File: config.mk
export PLATFORM = sky130hd
export DESIGN_NAME = timed_frag_channel
export DESIGN_NICKNAME = d
export VERILOG_FILES = /design/src/rtl/tfc_pkg.sv /design/src/rtl/tfc_fragmenter.sv /design/src/rtl/tfc_delay_line.sv /design/src/rtl/tfc_buffer.sv /design/src/rtl/tfc_reassembler.sv /design/src/rtl/timed_frag_channel.sv
export SDC_FILE = /design/constraint.sdc
export NUM_CORES = 1
export LEC_CHECK = 0
export ABC_AREA = 1
export BUFFER_PORTS_ARGS = -buffer_cell sky130_fd_sc_hd__buf_2
export CAP_MARGIN = 20
export CORE_MARGIN = 4
export CORE_UTILIZATION = 40
export DETAILED_ROUTE_END_ITERATION = 8
export HOLD_SLACK_MARGIN = 0.15
export PLACE_DENSITY = 0.56
export SYNTH_ARGS = -nofsm -noshare
export SYNTH_HDL_FRONTEND = slang
export SYNTH_HIERARCHICAL = 1
export SYNTH_SLANG_ARGS = --single-unit
File: constraint.sdc
create_clock -name clk -period 3.8 [get_ports clk]
set_input_delay 0.19 -clock clk [delete_from_list [all_inputs] [get_ports clk]]
set_output_delay 0.19 -clock clk [all_outputs]
set_load 0.02 [all_outputs]
File: src/rtl/tfc_pkg.sv
package tfc_pkg;
    typedef enum logic {F_IDLE, F_SEND} frag_state_e;
    typedef enum logic {A_COLLECT, A_PRESENT} asm_state_e;
endpackage

File: src/rtl/tfc_fragmenter.sv
module tfc_fragmenter
    import tfc_pkg::*;
#(
    parameter int MSG_W  = 32,
    parameter int FRAG_W = 8,
    parameter int NFRAG  = (MSG_W + FRAG_W - 1) / FRAG_W
) (
    input  logic              clk,
    input  logic              rst_n,
    input  logic              tick,
    input  logic              credit_ok,
    input  logic              in_valid,
    output logic              in_ready,
    input  logic [MSG_W-1:0]  in_data,
    output logic              slot_valid,
    output logic              slot_last,
    output logic [FRAG_W-1:0] slot_data,
    output logic              issue
);
    localparam int PAD_W = NFRAG * FRAG_W;
    localparam int IDX_W = (NFRAG > 1) ? $clog2(NFRAG) : 1;

    frag_state_e      state_q, state_d;
    logic [PAD_W-1:0] msg_q;
    logic [IDX_W-1:0] idx_q;
    logic             accept;

    // next-state logic
    always_comb begin
        state_d = state_q;
        unique case (state_q)
            F_IDLE: if (accept) state_d = F_SEND;
            F_SEND: if (issue && slot_last) state_d = F_IDLE;
        endcase
    end

    // state register
    always_ff @(posedge clk) begin
        if (!rst_n) state_q <= F_IDLE;
        else        state_q <= state_d;
    end

    // outputs
    always_comb begin
        in_ready   = (state_q == F_IDLE);
        accept     = in_valid && in_ready;
        slot_valid = (state_q == F_SEND) && credit_ok;
        slot_last  = (idx_q == IDX_W'(NFRAG - 1));
        slot_data  = msg_q[FRAG_W-1:0];
        issue      = tick && slot_valid;
    end

    // datapath: lowest slice first, zero-fill from the top
    always_ff @(posedge clk) begin
        if (!rst_n) begin
            msg_q <= '0;
            idx_q <= '0;
        end else if (accept) begin
            msg_q <= PAD_W'(in_data);
            idx_q <= '0;
        end else if (issue) begin
            msg_q <= msg_q >> FRAG_W;
            idx_q <= idx_q + 1'b1;
        end
    end


    // the slice flagged last ends slicing and reopens the sender side
    last_closes_msg_chk: assert property (@(posedge clk) disable iff (!rst_n)
        issue && slot_last |=> in_ready);

    generate
        if (PAD_W > MSG_W) begin : g_padchk

            // padding bits of the final slice are zero
            pad_zero_chk: assert property (@(posedge clk) disable iff (!rst_n)
                issue && slot_last |-> slot_data[FRAG_W-1 -: (PAD_W-MSG_W)] == '0);
        end
    endgenerate
endmodule

File: src/rtl/tfc_delay_line.sv
module tfc_delay_line #(
    parameter int SW      = 10,
    parameter int LATENCY = 3
) (
    input  logic          clk,
    input  logic          rst_n,
    input  logic          tick,
    input  logic [SW-1:0] in_slot,
    output logic [SW-1:0] out_slot
);
    logic [SW-1:0] stg [LATENCY];

    generate
        for (genvar g = 0; g < LATENCY; g++) begin : g_stage
            if (g == 0) begin : g_head
                always_ff @(posedge clk) begin
                    if (!rst_n)    stg[g] <= '0;
                    else if (tick) stg[g] <= in_slot;
                end
            end else begin : g_body
                always_ff @(posedge clk) begin
                    if (!rst_n)    stg[g] <= '0;
                    else if (tick) stg[g] <= stg[g-1];
                end
            end
        end
    endgenerate

    assign out_slot = stg[LATENCY-1];


    // target time frozen without a strobe
    frozen_without_tick_chk: assert property (@(posedge clk) disable iff (!rst_n)
        !tick |=> $stable(out_slot));
endmodule

File: src/rtl/tfc_buffer.sv
module tfc_buffer #(
    parameter int DW    = 9,
    parameter int DEPTH = 8
) (
    input  logic          clk,
    input  logic          rst_n,
    input  logic          wr_en,
    input  logic [DW-1:0] wr_data,
    input  logic          rd_en,
    output logic [DW-1:0] rd_data,
    output logic          empty,
    output logic          full
);
    localparam int PTR_W = (DEPTH > 1) ? $clog2(DEPTH) : 1;
    localparam int CNT_W = $clog2(DEPTH + 1);

    logic [DW-1:0]    mem [DEPTH];
    logic [PTR_W-1:0] wp_q, rp_q;
    logic [CNT_W-1:0] cnt_q;

    function automatic logic [PTR_W-1:0] nxt(input logic [PTR_W-1:0] p);
        return (p == PTR_W'(DEPTH - 1)) ? '0 : p + 1'b1;
    endfunction

    always_ff @(posedge clk) begin
        if (!rst_n) begin
            wp_q  <= '0;
            rp_q  <= '0;
            cnt_q <= '0;
        end else begin
            if (wr_en) wp_q <= nxt(wp_q);
            if (rd_en) rp_q <= nxt(rp_q);
            if (wr_en && !rd_en)      cnt_q <= cnt_q + 1'b1;
            else if (rd_en && !wr_en) cnt_q <= cnt_q - 1'b1;
        end
    end

    always_ff @(posedge clk) begin
        if (wr_en) mem[wp_q] <= wr_data;
    end

    assign rd_data = mem[rp_q];
    assign empty   = (cnt_q == '0);
    assign full    = (cnt_q == CNT_W'(DEPTH));


    // credit scheme must keep arrivals within the storage
    no_overflow_chk: assert property (@(posedge clk) disable iff (!rst_n)
        !(wr_en && full && !rd_en));


    // reads only from held entries
    no_underflow_chk: assert property (@(posedge clk) disable iff (!rst_n)
        !(rd_en && empty));
endmodule

File: src/rtl/tfc_reassembler.sv
module tfc_reassembler
    import tfc_pkg::*;
#(
    parameter int MSG_W  = 32,
    parameter int FRAG_W = 8,
    parameter int NFRAG  = (MSG_W + FRAG_W - 1) / FRAG_W
) (
    input  logic              clk,
    input  logic              rst_n,
    input  logic              frag_avail,
    input  logic              frag_last,
    input  logic [FRAG_W-1:0] frag_data,
    output logic              pop,
    output logic              out_valid,
    input  logic              out_ready,
    output logic [MSG_W-1:0]  out_data
);
    localparam int PAD_W = NFRAG * FRAG_W;

    asm_state_e       state_q, state_d;
    logic [PAD_W-1:0] asm_q, asm_shift;

    // next-state logic
    always_comb begin
        state_d = state_q;
        unique case (state_q)
            A_COLLECT: if (pop && frag_last) state_d = A_PRESENT;
            A_PRESENT: if (out_ready)        state_d = A_COLLECT;
        endcase
    end

    // state register
    always_ff @(posedge clk) begin
        if (!rst_n) state_q <= A_COLLECT;
        else        state_q <= state_d;
    end

    // outputs
    always_comb begin
        pop       = (state_q == A_COLLECT) && frag_avail;
        out_valid = (state_q == A_PRESENT);
        out_data  = asm_q[MSG_W-1:0];
    end

    generate
        if (NFRAG > 1) begin : g_multi
            assign asm_shift = {frag_data, asm_q[PAD_W-1:FRAG_W]};
        end else begin : g_single
            assign asm_shift = frag_data;
        end
    endgenerate

    always_ff @(posedge clk) begin
        if (!rst_n)   asm_q <= '0;
        else if (pop) asm_q <= asm_shift;
    end


    // an offered message is held until taken
    hold_offer_chk: assert property (@(posedge clk) disable iff (!rst_n)
        out_valid && !out_ready |=> out_valid && $stable(out_data));

    generate
        if (PAD_W > MSG_W) begin : g_padchk

            // rebuilt padding is all zero, so dropping it loses nothing
            pad_strip_chk: assert property (@(posedge clk) disable iff (!rst_n)
                out_valid |-> asm_q[PAD_W-1:MSG_W] == '0);
        end
    endgenerate
endmodule

File: src/rtl/timed_frag_channel.sv
module timed_frag_channel
    import tfc_pkg::*;
#(
    parameter int MSG_W     = 32,
    parameter int FRAG_W    = 8,
    parameter int LATENCY   = 3,
    parameter int BUF_FRAGS = 8
) (
    input  logic             clk,
    input  logic             rst_n,
    input  logic             tick,
    input  logic             in_valid,
    output logic             in_ready,
    input  logic [MSG_W-1:0] in_data,
    output logic             out_valid,
    input  logic             out_ready,
    output logic [MSG_W-1:0] out_data
);
    localparam int NFRAG = (MSG_W + FRAG_W - 1) / FRAG_W;
    localparam int SW    = FRAG_W + 2;
    localparam int OCC_W = $clog2(BUF_FRAGS + 1);

    logic              credit_ok, issue, pop;
    logic              s_valid, s_last;
    logic [FRAG_W-1:0] s_data;
    logic [SW-1:0]     far_slot;
    logic [FRAG_W:0]   buf_rd;
    logic              buf_empty, buf_full;
    logic [OCC_W-1:0]  occ_q;

    // credits: slices launched and not yet pulled from the buffer
    always_ff @(posedge clk) begin
        if (!rst_n)               occ_q <= '0;
        else if (issue && !pop)   occ_q <= occ_q + 1'b1;
        else if (pop && !issue)   occ_q <= occ_q - 1'b1;
    end
    assign credit_ok = (occ_q < OCC_W'(BUF_FRAGS));

    tfc_fragmenter #(.MSG_W(MSG_W), .FRAG_W(FRAG_W), .NFRAG(NFRAG)) u_frag (
        .clk(clk), .rst_n(rst_n), .tick(tick), .credit_ok(credit_ok),
        .in_valid(in_valid), .in_ready(in_ready), .in_data(in_data),
        .slot_valid(s_valid), .slot_last(s_last), .slot_data(s_data),
        .issue(issue)
    );

    tfc_delay_line #(.SW(SW), .LATENCY(LATENCY)) u_delay (
        .clk(clk), .rst_n(rst_n), .tick(tick),
        .in_slot({s_valid, s_last, s_data}),
        .out_slot(far_slot)
    );

    tfc_buffer #(.DW(FRAG_W + 1), .DEPTH(BUF_FRAGS)) u_buf (
        .clk(clk), .rst_n(rst_n),
        .wr_en(tick && far_slot[SW-1]),
        .wr_data(far_slot[FRAG_W:0]),
        .rd_en(pop), .rd_data(buf_rd),
        .empty(buf_empty), .full(buf_full)
    );

    tfc_reassembler #(.MSG_W(MSG_W), .FRAG_W(FRAG_W), .NFRAG(NFRAG)) u_asm (
        .clk(clk), .rst_n(rst_n),
        .frag_avail(!buf_empty), .frag_last(buf_rd[FRAG_W]),
        .frag_data(buf_rd[FRAG_W-1:0]), .pop(pop),
        .out_valid(out_valid), .out_ready(out_ready), .out_data(out_data)
    );


    // outstanding slices bounded by capacity
    credit_bound_chk: assert property (@(posedge clk) disable iff (!rst_n)
        occ_q <= OCC_W'(BUF_FRAGS));


    // a full buffer implies every credit is spent
    full_means_no_credit_chk: assert property (@(posedge clk) disable iff (!rst_n)
        buf_full |-> !credit_ok);
endmodule

* Word level (Yosys, flattened, before mapping)
Memory sizes are Yosys's and may differ from the RTL's. A register that Yosys moved wholly into a read port is not among the register bits.
Cells that the tools add are included.
** Operators by class
- Add/sub/neg operators :: 7
- $lt $le $gt $ge :: 1
- Equality and inequality tests :: 3
- Mux-type cells :: 25
- Bitwise gates (word level) :: 6
- Reduce and logical (&&, ||, !) cells :: 20
** Operator list (number)
- 32-bit two-way mux :: 2
- 10-bit two-way mux :: 3
- 4-bit two-way mux :: 4
- 3-bit two-way mux :: 4
- 1-bit logical AND :: 11
- 1-bit two-way mux :: 10
- 4-bit by 1-bit adder with 4-bit output (second input constant) :: 2
- 4-bit by 1-bit subtractor with 4-bit output (second input constant) :: 2
- 3-bit by 1-bit adder with 3-bit output (second input constant) :: 2
- 3-bit == test (second input constant) :: 2
- 2-bit nonzero test :: 3
- 1-bit zero test :: 4
- 4-bit zero test :: 1
- 4-bit less-than comparator (second input constant) :: 1
- 1-bit case mux with 2 select lines :: 2
- 1-bit NOT :: 3
- 1-bit OR :: 3
- 2-bit by 1-bit adder with 2-bit output (second input constant) :: 1
- 2-bit == test (second input constant) :: 1
- 2-bit OR reduction :: 1
** Word-level totals
- Bits in registers :: 82
- Memory bits (writable) :: 102
- Input bits :: 37
- Output and inout port bits :: 34
- Word-level logic and storage cells :: 73
- Memories kept :: 2
** Memory list
- u_buf.mem :: words 8, width 9, rd ports 1, clocked after memory_dff 1, write ports 1, RTL line tfc_buffer.sv:17 : logic [DW-1:0] mem [DEPTH];
- u_delay.stg :: words 3, width 10, rd ports 3, clocked after memory_dff 0, write ports 3, RTL line tfc_delay_line.sv:11 : logic [SW-1:0] stg [LATENCY];

* Depth between registers and ports, before layout
Gate-level depths: netlist (run 1).
- Word-level depth :: 7
- Gate-level depth with buffers :: 18

* Hierarchy
The synthesis (run 1) kept the hierarchy.
** By module, submodules not included
- tfc_buffer :: instances 1, cells each 329, area an instance 3580.9 um2, sequential area each 2422.3 um2
- tfc_fragmenter :: instances 1, cells each 251, area an instance 1694.1 um2, sequential area each 700.7 um2
- tfc_reassembler :: instances 1, cells each 214, area an instance 1437.6 um2, sequential area each 660.6 um2
- tfc_delay_line :: instances 1, cells each 96, area an instance 1263.7 um2, sequential area each 900.9 um2
- timed_frag_channel :: instances 1, cells each 41, area an instance 280.3 um2, sequential area each 80.1 um2

* Least setup slack after synthesis (run 1)
No wires, ideal clock.
- Path type :: reg2reg
- From :: reg u_buf.cnt_q[1]
- To :: reg u_buf.cnt_q[3]
- Library setup time :: 0.109 ns
- Arrival :: 2.323 ns
- Data required time :: 3.691 ns
- Setup slack :: 1.369 ns
- Cell stages (with the launch flop) :: 17
- Buffers on the path :: 2
- Clock period less this slack :: 2.431 ns
- Cells stage by stage :: dfxtp_1 -> or2_2 -> nor3_1 -> inv_1 -> buf_4 -> inv_2 -> nor2_4 -> buf_6 -> inv_1 -> ha_1 -> inv_1 -> ha_1 -> or2_2 -> nand3_1 -> nand3_1 -> nand2_1 -> inv_1
** Between the ends
- Longest elaborated chain between the ends :: 6
- Elaborated cells between the ends (all ways) :: 11
- Classes of those cells :: add/sub (2); mux (2); reduce/logical (7)
** RTL lines
- start: declaration :: RTL line tfc_buffer.sv:19 : logic [CNT_W-1:0] cnt_q;
- start signal: assignment :: RTL line tfc_buffer.sv:33 : if (wr_en && !rd_en) cnt_q <= cnt_q + 1'b1;
- start signal: assignment :: RTL line tfc_buffer.sv:34 : else if (rd_en && !wr_en) cnt_q <= cnt_q - 1'b1;
- 4-bit zero test * :: RTL line tfc_buffer.sv:43 : assign empty = (cnt_q == '0);
- net buf_empty :: RTL line timed_frag_channel.sv:28 : logic buf_empty, buf_full;
- 1-bit zero test * :: RTL line timed_frag_channel.sv:62 : .frag_avail(!buf_empty), .frag_last(buf_rd[FRAG_W]),
- 1-bit logical AND * :: RTL line tfc_reassembler.sv:40 : pop = (state_q == A_COLLECT) && frag_avail;
- net pop :: RTL line timed_frag_channel.sv:23 : logic credit_ok, issue, pop;
- 1-bit zero test :: RTL line tfc_buffer.sv:33
- 1-bit logical AND :: RTL line tfc_buffer.sv:33
- 4-bit two-way mux / 2-bit nonzero test (equally long branches)
The timed path passes the listed nets; every way through them passes the cells marked *. The select of a mux whose other input is x is not followed.
A chain may end at the register's enable or synchronous reset.

* Worst setup path in the final report (run 1)
Same ends and word-level chain as after synthesis.

==> results.ini, run 1 <==
[outcome]
status = finished clean

[die]
dieArea_sq_um = 23000
num_rows = 52
io_pins = 71
die_h_um = 152
start_util_pct = 40.8
die_w_um = 152
core_region_area_sq_um = 20200

[pwr]
combinationalPowerShare_pct = 30.1
vdd_drop_max_v = 0.000389
power_leakage_nw = 4.05
switching_share_pct = 34.9
clkPwrFrac_pct = 27.8
seq_power_share_pct = 42.1
p_int_mw = 3.95
power_density_nw_per_um2 = 640
switchingPower_mw = 2.12

[place]
gp_congestion = 0.737
dp_hpwl_um = 10200
preCtsSetupSlack_ns = 1.21
portBuffers = 70

[worst_setup_path]
cp.required_ns = 4.12
path_max_fanout = 34
rrSetupSlack_ns = 1.23
r2r-start = u_buf/cnt_q[1]
worstSetupStartpointType = flop
worst_path_largest_cell_delay_ns = 0.35
crit_chain = or2_2 > nor3_1 > inv_1 > buf_4 > inv_2 > nor2_4 > inv_1 > ha_1 > inv_1 > ha_1 > or2_2 > nand3_1 > nand3_1 > nand2_1 > inv_1
arrival_ns = 2.89
reg2reg_depth = 15
cp_slowest_cell = dfxtp_1
cpMostUsedCell = inv_1
reg2reg_to = u_buf/cnt_q[3]
end_kind = flop
criticalPathCategory = flop to flop

[layout]
nNetsFinal = 1055
n_antenna_cell = 0
area.growth.synth_to_final_pct = 15.0
layout_commonest_cell = nand2_1
drive_above_1_share_pct = 15.2
final_cell_mix = nand2_1, nor2_1, edfxtp_1, inv_1, nand3_1

[cts]
cts_buffers = 17
htree_levels = 4
cts-root-buf = clkbuf_16
worstSkewPairLatency_ns = 0.42
cts_tree = built
postCtsResizedCells = 0
clk_pin_slew_worst_paths_ns = 0.06
cts.sinks = 187
cts_buffer_depth = 2

[global_route]
grt_pass1_vias = 5384
grt-ovfl-total = 0
track_usage_pct = 14.5
grt_first_pass_wirelength_um = 26600
grt_max_degree = 51
antenna_found_initial = 1

[detailed_routing]
routedWlPerCell_um = 12.4
drtAntennaViolNets = 0
drt-total-wl_um = 15900
drt-vias-per-instance = 4.57
drtIter0Drc = 285
drc = 0
drtPass1Iterations = 4
routed-via-count = 5887

[synthesis]
syn_area_sq_um = 8250
synth_fp_nets = 980
syn_inst = 930
synth_warnings = 6
syn_avg_cell_area_sq_um = 8.87

[hold_path]
hold_end = u_frag/msg_q[19]
min_from = in_data[19]
hold_path_class = input port to flop
hold_path_depth = 5

[timing]
rsz0062_at_grt = false
fin_tns_setup_ns = 0
worst_pin_slew_ns = 1.10
hold_violations = 0
fmax_mhz = 390
finalCritPeriodShare_pct = 67.5
fin_ws_ns = 1.23
slew_viol_final = 0
finalSetupViolations = 0
skew_ns = 0.0165
worst_slew_margin_rel_pct = 26.5
period_needed_ns = 2.57

[run]
max_cap_viol_count = 0

==> registers in the layout, summed over array words and instances (netlist names), 2 cells and up, named ones only <==
signal / cells
u_asm/out_data: 32
u_buf/mem: 72
u_delay/stg: 30
u_frag/msg_q: 32
u_frag/idx_q: 2
u_buf/rp_q: 3
u_buf/wp_q: 3
u_buf/cnt_q: 4
occ_q: 4
==> metrics by stage <==
stage          hold WS, ns  utilization [%]  instances  cell area [sq um]  power, mW
2_1_floorplan        0.315                -        930               8250       4.10
3_3_place_gp         0.437             42.5       1225               8610       4.43
4_1_cts              0.162             46.9       1288               9490       6.17
5_1_grt              0.168             46.9       1288               9490       6.56
3_5_place_dp         0.445             42.5       1225               8610       4.44
6_report             0.190             46.9       1288               9490       6.07
==> critical path, delay by kind of cell, from the launching register on <==
kind          cells  cell delay [ns]
flops             1             0.35
buf+inv           6             0.62
simple gates      7             1.00
fa+ha+maj         2             0.48
==> cell type report <==
type	instances	area, sq um
fill	2006	10700
sequential	187	4760
multi-input combinational	588	2700
timing repair buffer	110	728
clock buffer	20	489
inverter	101	384
tap	270	338
clock inverter	12	83.8
==> per-layer routing <==
metal / vias up / GRT usage [%] / part of all wire [%]
met2: 95 / 23.6 / 49
li1: 3103 / - / -
met3: 8 / 3.78 / 3.2
met1: 2679 / 19.1 / 47
met5: - / 0 / 0.082
met4: 2 / 4.49 / 0.63
==> worst max-delay path by stage <==
stage | slack (ns) | start | to
after floorplan | 1.39 | u_buf/cnt_q[1] | u_buf/cnt_q[3]
after global placement | 1.27 | u_buf/cnt_q[1] | u_buf/cnt_q[3]
after detailed placement | 1.21 | u_buf/cnt_q[1] | u_buf/cnt_q[3]
after CTS | 1.20 | u_buf/cnt_q[1] | u_buf/cnt_q[3]
after global routing | 0.99 | u_buf/cnt_q[0] | u_buf/cnt_q[3]
final | 1.23 | u_buf/cnt_q[1] | u_buf/cnt_q[3]
==> power by group through the flow <==
stage	registers, mW	logic (mW)	clock network (mW)
2_1_floorplan	2.67	1.42	0
3_3_place_gp	2.61	1.82	0
3_5_place_dp	2.61	1.83	0
4_1_cts	2.57	1.86	1.74
5_1_grt	2.60	2.13	1.83
6_report	2.56	1.83	1.69
==> what timing repair did <==
action | 4_1_cts | 5_1_grt
hold buffers | 31 | 0
buffers inserted | 0 | 0
endpoints found under the hold margin | 31 | 0
No activity file was read; power rests on OpenSTA's default activity.
==> run 2: changes to the inputs <==
--- a/config.mk
+++ b/config.mk
@@ -12,7 +12,7 @@
 export CORE_UTILIZATION = 40
 export DETAILED_ROUTE_END_ITERATION = 8
 export HOLD_SLACK_MARGIN = 0.15
-export PLACE_DENSITY = 0.56
+export PLACE_DENSITY = 0.58
 export SYNTH_ARGS = -nofsm -noshare
 export SYNTH_HDL_FRONTEND = slang
 export SYNTH_HIERARCHICAL = 1
==> constraint.sdc (replaced) <==
create_clock -name clk -period 2.1 [get_ports clk]
set_input_delay 0.105 -clock clk [delete_from_list [all_inputs] [get_ports clk]]
set_output_delay 0.105 -clock clk [all_outputs]
set_load 0.02 [all_outputs]
==> run 2 against run 1 <==
Maximum frequency is 33% higher. Clock skew is 0.0096 ns lower. Hold slack worse by 0.0056 ns. Die area unchanged. Clock power rose by 85%. Clock-buffer cell count is 2 lower. Global-route usage grew 0.51 points. Sequential cell count did not move. Critical endpoint is now occ_q[3]. Largest cell class unchanged. Largest power group unchanged.
==> results.ini, run 2 (same netlist as run 1, synthesis figures left out) <==
[outcome]
status = finished clean

[global_route]
antenna_found_initial = 1  ; unchanged
grt-ovfl-total = 0  ; unchanged
track_usage_pct = 15.0  ; +0.51 points
grt_first_pass_wirelength_um = 27200  ; +2.3%
grt_pass1_vias = 5555  ; +3.2%
grt_max_degree = 41  ; -20%

[cts]
cts-root-buf = clkbuf_16
cts_buffers = 17  ; unchanged
cts_tree = built
postCtsResizedCells = 0  ; unchanged
clk_pin_slew_worst_paths_ns = 0.07  ; about the same
worstSkewPairLatency_ns = 0.43  ; about the same
cts_buffer_depth = 2  ; unchanged
cts.sinks = 187  ; unchanged
htree_levels = 4  ; unchanged

[die]
start_util_pct = 40.8  ; unchanged
die_h_um = 152  ; unchanged
die_w_um = 152  ; unchanged
num_rows = 52  ; unchanged
dieArea_sq_um = 23000  ; unchanged
io_pins = 71  ; unchanged
core_region_area_sq_um = 20200  ; unchanged

[place]
portBuffers = 70  ; unchanged
dp_hpwl_um = 10400  ; +2.4%
gp_congestion = 0.798  ; +8.3%

[worst_setup_path]
crit_family = simple AND/OR/NAND/NOR gates
worst_path_largest_cell_delay_ns = 0.34  ; about the same
reg2reg_depth = 14  ; -1
crit_chain = or2_4 > nor3_2 > inv_1 > inv_4 > nor2_4 > inv_2 > ha_2 > inv_2 > ha_4 > or2_1 > nand3_1 > nand3_1 > nand2_1 > inv_1
end_kind = flop
worstSetupStartpointType = flop
cp.required_ns = 2.43  ; -1.69 ns
rrSetupSlack_ns = 0.17  ; -1.07 ns
startpoint = u_buf/cnt_q[1]
reg2reg_to = occ_q[3]
path_max_fanout = 4  ; -88%
arrival_ns = 2.26  ; -0.63 ns
critPathBufInv = 5  ; -1
cp_slowest_cell = dfxtp_2
r2r-start = u_buf/cnt_q[1]
criticalPathCategory = flop to flop

[timing]
fmax_mhz = 517  ; +33%
rsz0062_at_grt = false
skew_ns = 0.00689  ; -0.00960 ns
fin_tns_setup_ns = 0  ; unchanged
finalSetupViolations = 0  ; unchanged
slew_viol_final = 0  ; unchanged
worst_pin_slew_ns = 0.577  ; -0.522 ns
period_needed_ns = 1.93  ; -0.633 ns
worst_slew_margin_rel_pct = 61.4  ; +35 points
finalCritPeriodShare_pct = 92.1  ; +25 points
hold_violations = 0  ; unchanged

[hold_path]
hold_path_class = input port to flop
hold_end = u_buf/wp_q[0]
min_from = tick
hold_path_depth = 5  ; unchanged

[layout]
nNetsFinal = 1074  ; +1.8%
area.growth.synth_to_final_pct = 17.6
layout_commonest_cell = nand2_1
post-route-util_pct = 48.0  ; +1.1 points
largest_reg_flops = 72  ; unchanged
drive_above_1_share_pct = 17.7  ; +2.5 points
final_cell_mix = nand2_1, nor2_1, edfxtp_1, inv_1, nand3_1
regMostFlops = u_buf/mem
n_antenna_cell = 0  ; unchanged

[detailed_routing]
routedWlPerCell_um = 12.8  ; +3.3%
routed-via-count = 6025  ; +2.3%
drtPass1Iterations = 4  ; unchanged
drt-vias-per-instance = 4.61  ; +0.86%
drtAntennaViolNets = 0  ; unchanged
drc = 0  ; unchanged
drtIter0Drc = 325  ; +14%
drt-total-wl_um = 16700  ; +4.9%

[pwr]
vdd_drop_max_v = 0.000557  ; +43%
power_density_nw_per_um2 = 1160  ; +81%
power_leakage_nw = 4.16  ; +2.7%

[run]
max_cap_viol_count = 0  ; unchanged

[run 2: cell count changes in the layout (fill, tap and decap cells not counted), sizes merged]
cell / change
buf: +17
clkbuf: -2
clkinv: -4
clkinvlp: -1
dlygate4sd3: +2
bufinv: +2
inv: +5
[run 2: worst reg2reg max path: stages (launching register included)]
cell and delay, ns:
dfxtp_2 0.34, or2_4 0.24, nor3_2 0.09, inv_1 0.09, inv_4 0.06, nor2_4 0.04
inv_2 0.05, ha_2 0.17, inv_2 0.06, ha_4 0.22, or2_1 0.24, nand3_1 0.07
nand3_1 0.07, nand2_1 0.06, inv_1 0.03
[run 2: stage by stage]
step / hold WS (ns) / total power, mW / area, sq um / cells / setup slack (ns)
floorplan: 0.230 / 7.53 / 8320 / 930 / 0.00168
global placement: 0.362 / 8.17 / 8810 / 1242 / 0.170
detailed placement: 0.366 / 8.20 / 8810 / 1242 / 0.170
CTS: 0.180 / 11.4 / 9710 / 1307 / 0.149
global route: 0.232 / 12.1 / 9710 / 1307 / 0.00516
finish: 0.184 / 11.3 / 9710 / 1307 / 0.167
[run 2: layout make-up]
cell class              instances  area [sq um]
clock inverters                14           130
inverters                     101           392
well taps                     270           338
clock buffers                  18           439
fillers                      1936         10500
flip-flops and latches        187          4770
repair buffers                129           888
multi-input cells             588          2750
[run 2: worst max-delay path by stage]
stage / to / slack [ns] / cells after the start
2_1_floorplan: u_buf/cnt_q[2] / 0.002 / 14
3_3_place_gp: occ_q[3] / 0.17 / 14
3_5_place_dp: occ_q[3] / 0.17 / 14
4_1_cts: occ_q[3] / 0.15 / 14
5_1_grt: occ_q[1] / 0.005 / 11
6_report: occ_q[3] / 0.17 / 14
[run 2: repair_timing]
action                    CTS  global route
buffers inserted            0             0
hold endpoints to repair   33             0
hold buffers               33             0
[run 2: routing by layer]
layer,vias up,global-route usage (%),routed length [um]
li1,3146,-,-
met1,2757,19.1,7590
met2,109,25.7,8180
met3,11,4.05,754
met4,2,3.64,155
met5,-,0,7
[run 2: where the power goes]
group          internal (mW)  switching (mW)
Combinational           1.29            2.24
Sequential              4.28           0.311
Clock                   1.74            1.39
Total                   7.31            3.95
==> run 3: changes to the inputs <==
--- a/config.mk
+++ b/config.mk
@@ -13,6 +13,7 @@
 export DETAILED_ROUTE_END_ITERATION = 8
 export HOLD_SLACK_MARGIN = 0.15
 export PLACE_DENSITY = 0.58
+export REMOVE_ABC_BUFFERS = 1
 export SYNTH_ARGS = -nofsm -noshare
 export SYNTH_HDL_FRONTEND = slang
 export SYNTH_HIERARCHICAL = 1
==> run 3 against run 2 <==
Clock-buffer cell count did not move. Final area up 1.1%. Clock power hardly changed. Hold slack got worse by 0.018 ns. Via count grew 0.65%. Clock skew increased by 0.0023 ns. Sequential share of layout area fell by 0.56 points. First-iteration DRC count is 16% lower. Critical path type unchanged.
==> results.ini, run 3 (same netlist as run 1, synthesis figures left out) <==
[outcome]
status = finished clean

[worst_setup_path]
worst_path_largest_cell_delay_ns = 0.45  ; +0.11 ns
end_kind = flop
criticalPathCategory = flop to flop
arrival_ns = 2.29  ; +0.03 ns
cp.required_ns = 2.42  ; about the same
reg2reg_to = u_buf/cnt_q[1]
cp.depth = 11  ; -3
path_max_fanout = 4  ; unchanged
critPathBufInv = 4  ; -1
crit_family = adder cells
worstSetupStartpointType = flop
startpoint = u_buf/cnt_q[1]
reg2reg_depth = 11  ; -3
rrSetupSlack_ns = 0.13  ; -0.04 ns
crit_chain = or2_4 > nor3_2 > inv_1 > inv_2 > nor2_4 > inv_2 > ha_4 > inv_4 > fa_1 > o21ai_0 > nor2_1
critical_path.endpoint = u_buf/cnt_q[1]
r2r-start = u_buf/cnt_q[1]
cp_slowest_cell = fa_1
cpMostUsedCell = inv_2

[timing]
fmax_mhz = 508  ; -1.9%
fin_ws_ns = 0.130  ; -0.0367 ns
skew_ns = 0.00923  ; +0.00233 ns
slew_viol_final = 0  ; unchanged
worst_pin_slew_ns = 0.614  ; +0.0368 ns
worst_slew_margin_rel_pct = 58.9  ; -2.5 points
rsz0062_at_grt = false
hold_violations = 0  ; unchanged
finalCritPeriodShare_pct = 93.8  ; +1.7 points
finalSetupViolations = 0  ; unchanged
period_needed_ns = 1.97  ; +0.0367 ns

[place]
place_area_sq_um = 8810  ; about the same
portBuffers = 70  ; unchanged
dp.cells = 1249  ; +0.56%
dp_hpwl_um = 10000  ; -3.8%
gp_congestion = 0.738  ; -7.6%
preCtsSetupSlack_ns = -0.0701  ; -0.240 ns

[layout]
n_antenna_cell = 0  ; unchanged
fillCellCount = 1909  ; -1.4%
nNetsFinal = 1082  ; +0.74%
largest_reg_flops = 72  ; unchanged
layout.cells.non_filler = 1315  ; +0.61%
area.growth.synth_to_final_pct = 19.0
final_cell_mix = nand2_1, nor2_1, edfxtp_1, inv_1, nand3_1
regArea_sq_um = 4770  ; about the same
drive_above_1_share_pct = 18.2  ; +0.44 points
fin_area_sq_um = 9820  ; +1.1%
layout_commonest_cell = nand2_1
multi_input_area_sq_um = 2790  ; +1.3%
regMostFlops = u_buf/mem

[detailed_routing]
drt-vias-per-instance = 4.61  ; about the same
routed-via-count = 6064  ; +0.65%
drc = 0  ; unchanged
drtAntennaViolNets = 0  ; unchanged
drtPass1Iterations = 5  ; +1
drtIter0Drc = 273  ; -16%
drt-total-wl_um = 16600  ; -0.28%
routedWlPerCell_um = 12.7  ; -0.88%

[die]
num_rows = 52  ; unchanged
die_h_um = 152  ; unchanged
io_pins = 71  ; unchanged
dieArea_sq_um = 23000  ; unchanged
start_util_pct = 40.8  ; unchanged
core_region_area_sq_um = 20200  ; unchanged
die_w_um = 152  ; unchanged

[run]
max_cap_viol_count = 0  ; unchanged

[global_route]
antenna_found_initial = 0  ; -1
track_usage_pct = 14.8  ; -0.22 points
grt_first_pass_wirelength_um = 27000  ; -0.71%
grt_max_degree = 37  ; -9.8%
grt-ovfl-total = 0  ; unchanged
grt_pass1_vias = 5679  ; +2.2%

[cts]
htree_levels = 4  ; unchanged
cts_buffer_depth = 2  ; unchanged
cts.sinks = 187  ; unchanged
cts-root-buf = clkbuf_16
clk_pin_slew_worst_paths_ns = 0.08  ; about the same
cts_tree = built
worstSkewPairLatency_ns = 0.43  ; about the same
cts_buffers = 17  ; unchanged

[hold_path]
hold_path_class = input port to flop
hold_path_depth = 5  ; unchanged

[pwr]
vdd_drop_max_v = 0.000649  ; +16%
power_leakage_nw = 4.20  ; +0.85%
power_density_nw_per_um2 = 1160  ; about the same

run 3: cell types whose count changed in the layout (fill, tap and decap cells not counted), moves of 2 or more:
| cell | before | now |
|---|---|---|
| clkinv_2 | 4 | 0 |
| buf_4 | 25 | 31 |
| inv_4 | 9 | 5 |
| inv_8 | 1 | 3 |
| inv_6 | 3 | 8 |
| ha_4 | 3 | 6 |
| ha_1 | 7 | 5 |
run 3: metal layers:
metal	up-vias	global-route usage (%)	part of all wire, %
li1	3164	-	-
met1	2778	19.3	47
met2	106	24.3	48
met3	16	3.69	3.9
met4	0	4.72	1.3
met5	-	0	0
run 3: layout make-up:
| cell class | count | share of cell area (%) |
|---|---|---|
| Inverter | 101 | 3.96 |
| Clock inverter | 14 | 1.25 |
| Clock buffer | 18 | 4.59 |
| Timing Repair Buffer | 137 | 9.81 |
| Sequential cell | 187 | 48.5 |
| Multi-Input combinational cell | 588 | 28.4 |
| Tap cell | 270 | 3.44 |
run 3: worst min path at each step:
stage,from,endpoint,slack [ns]
2_1_floorplan,rst_n,u_asm/out_data[24],0.23
3_3_place_gp,in_data[27],u_frag/msg_q[27],0.36
3_5_place_dp,in_data[27],u_frag/msg_q[27],0.36
4_1_cts,in_valid,u_frag/msg_q[27],0.15
5_1_grt,in_valid,u_frag/msg_q[27],0.17
6_report,in_valid,u_frag/msg_q[27],0.17
run 3: worst min-delay path, cell delays in order:
cell and delay (ns):
buf_2 0.12, inv_1 0.05, nor2_1 0.13, nand2_1 0.09
a21oi_1 0.06
run 3: power breakdown:
| part | switching, mW | internal, mW | total, mW |
|---|---|---|---|
| Clock | 1.48 | 1.64 | 3.12 |
| Combinational | 2.28 | 1.40 | 3.69 |
| Sequential | 0.291 | 4.28 | 4.57 |
| Total | 4.05 | 7.32 | 11.4 |
run 3: what timing repair did:
item / 4_1_cts / 5_1_grt
hold buffers: 34 / 0
hold endpoints to repair: 39 / 0
pin swaps: 0 / 5
setup buffers: 1 / 0
setup endpoints to repair: 3 / 4
resized for setup: 5 / 14
run 3: per-stage QoR:
| step | TNS [ns] | power (mW) | hold WS (ns) | utilization (%) |
|---|---|---|---|---|
| CTS | 0 | 11.4 | 0.152 | 48.2 |
| global placement | -0.0417 | 8.11 | 0.359 | 43.5 |
| finish | 0 | 11.4 | 0.166 | 48.5 |
| global route | 0 | 12.3 | 0.169 | 48.5 |
| floorplan | -4.70 | 7.03 | 0.226 | - |
| detailed placement | -0.0850 | 8.14 | 0.364 | 43.5 |
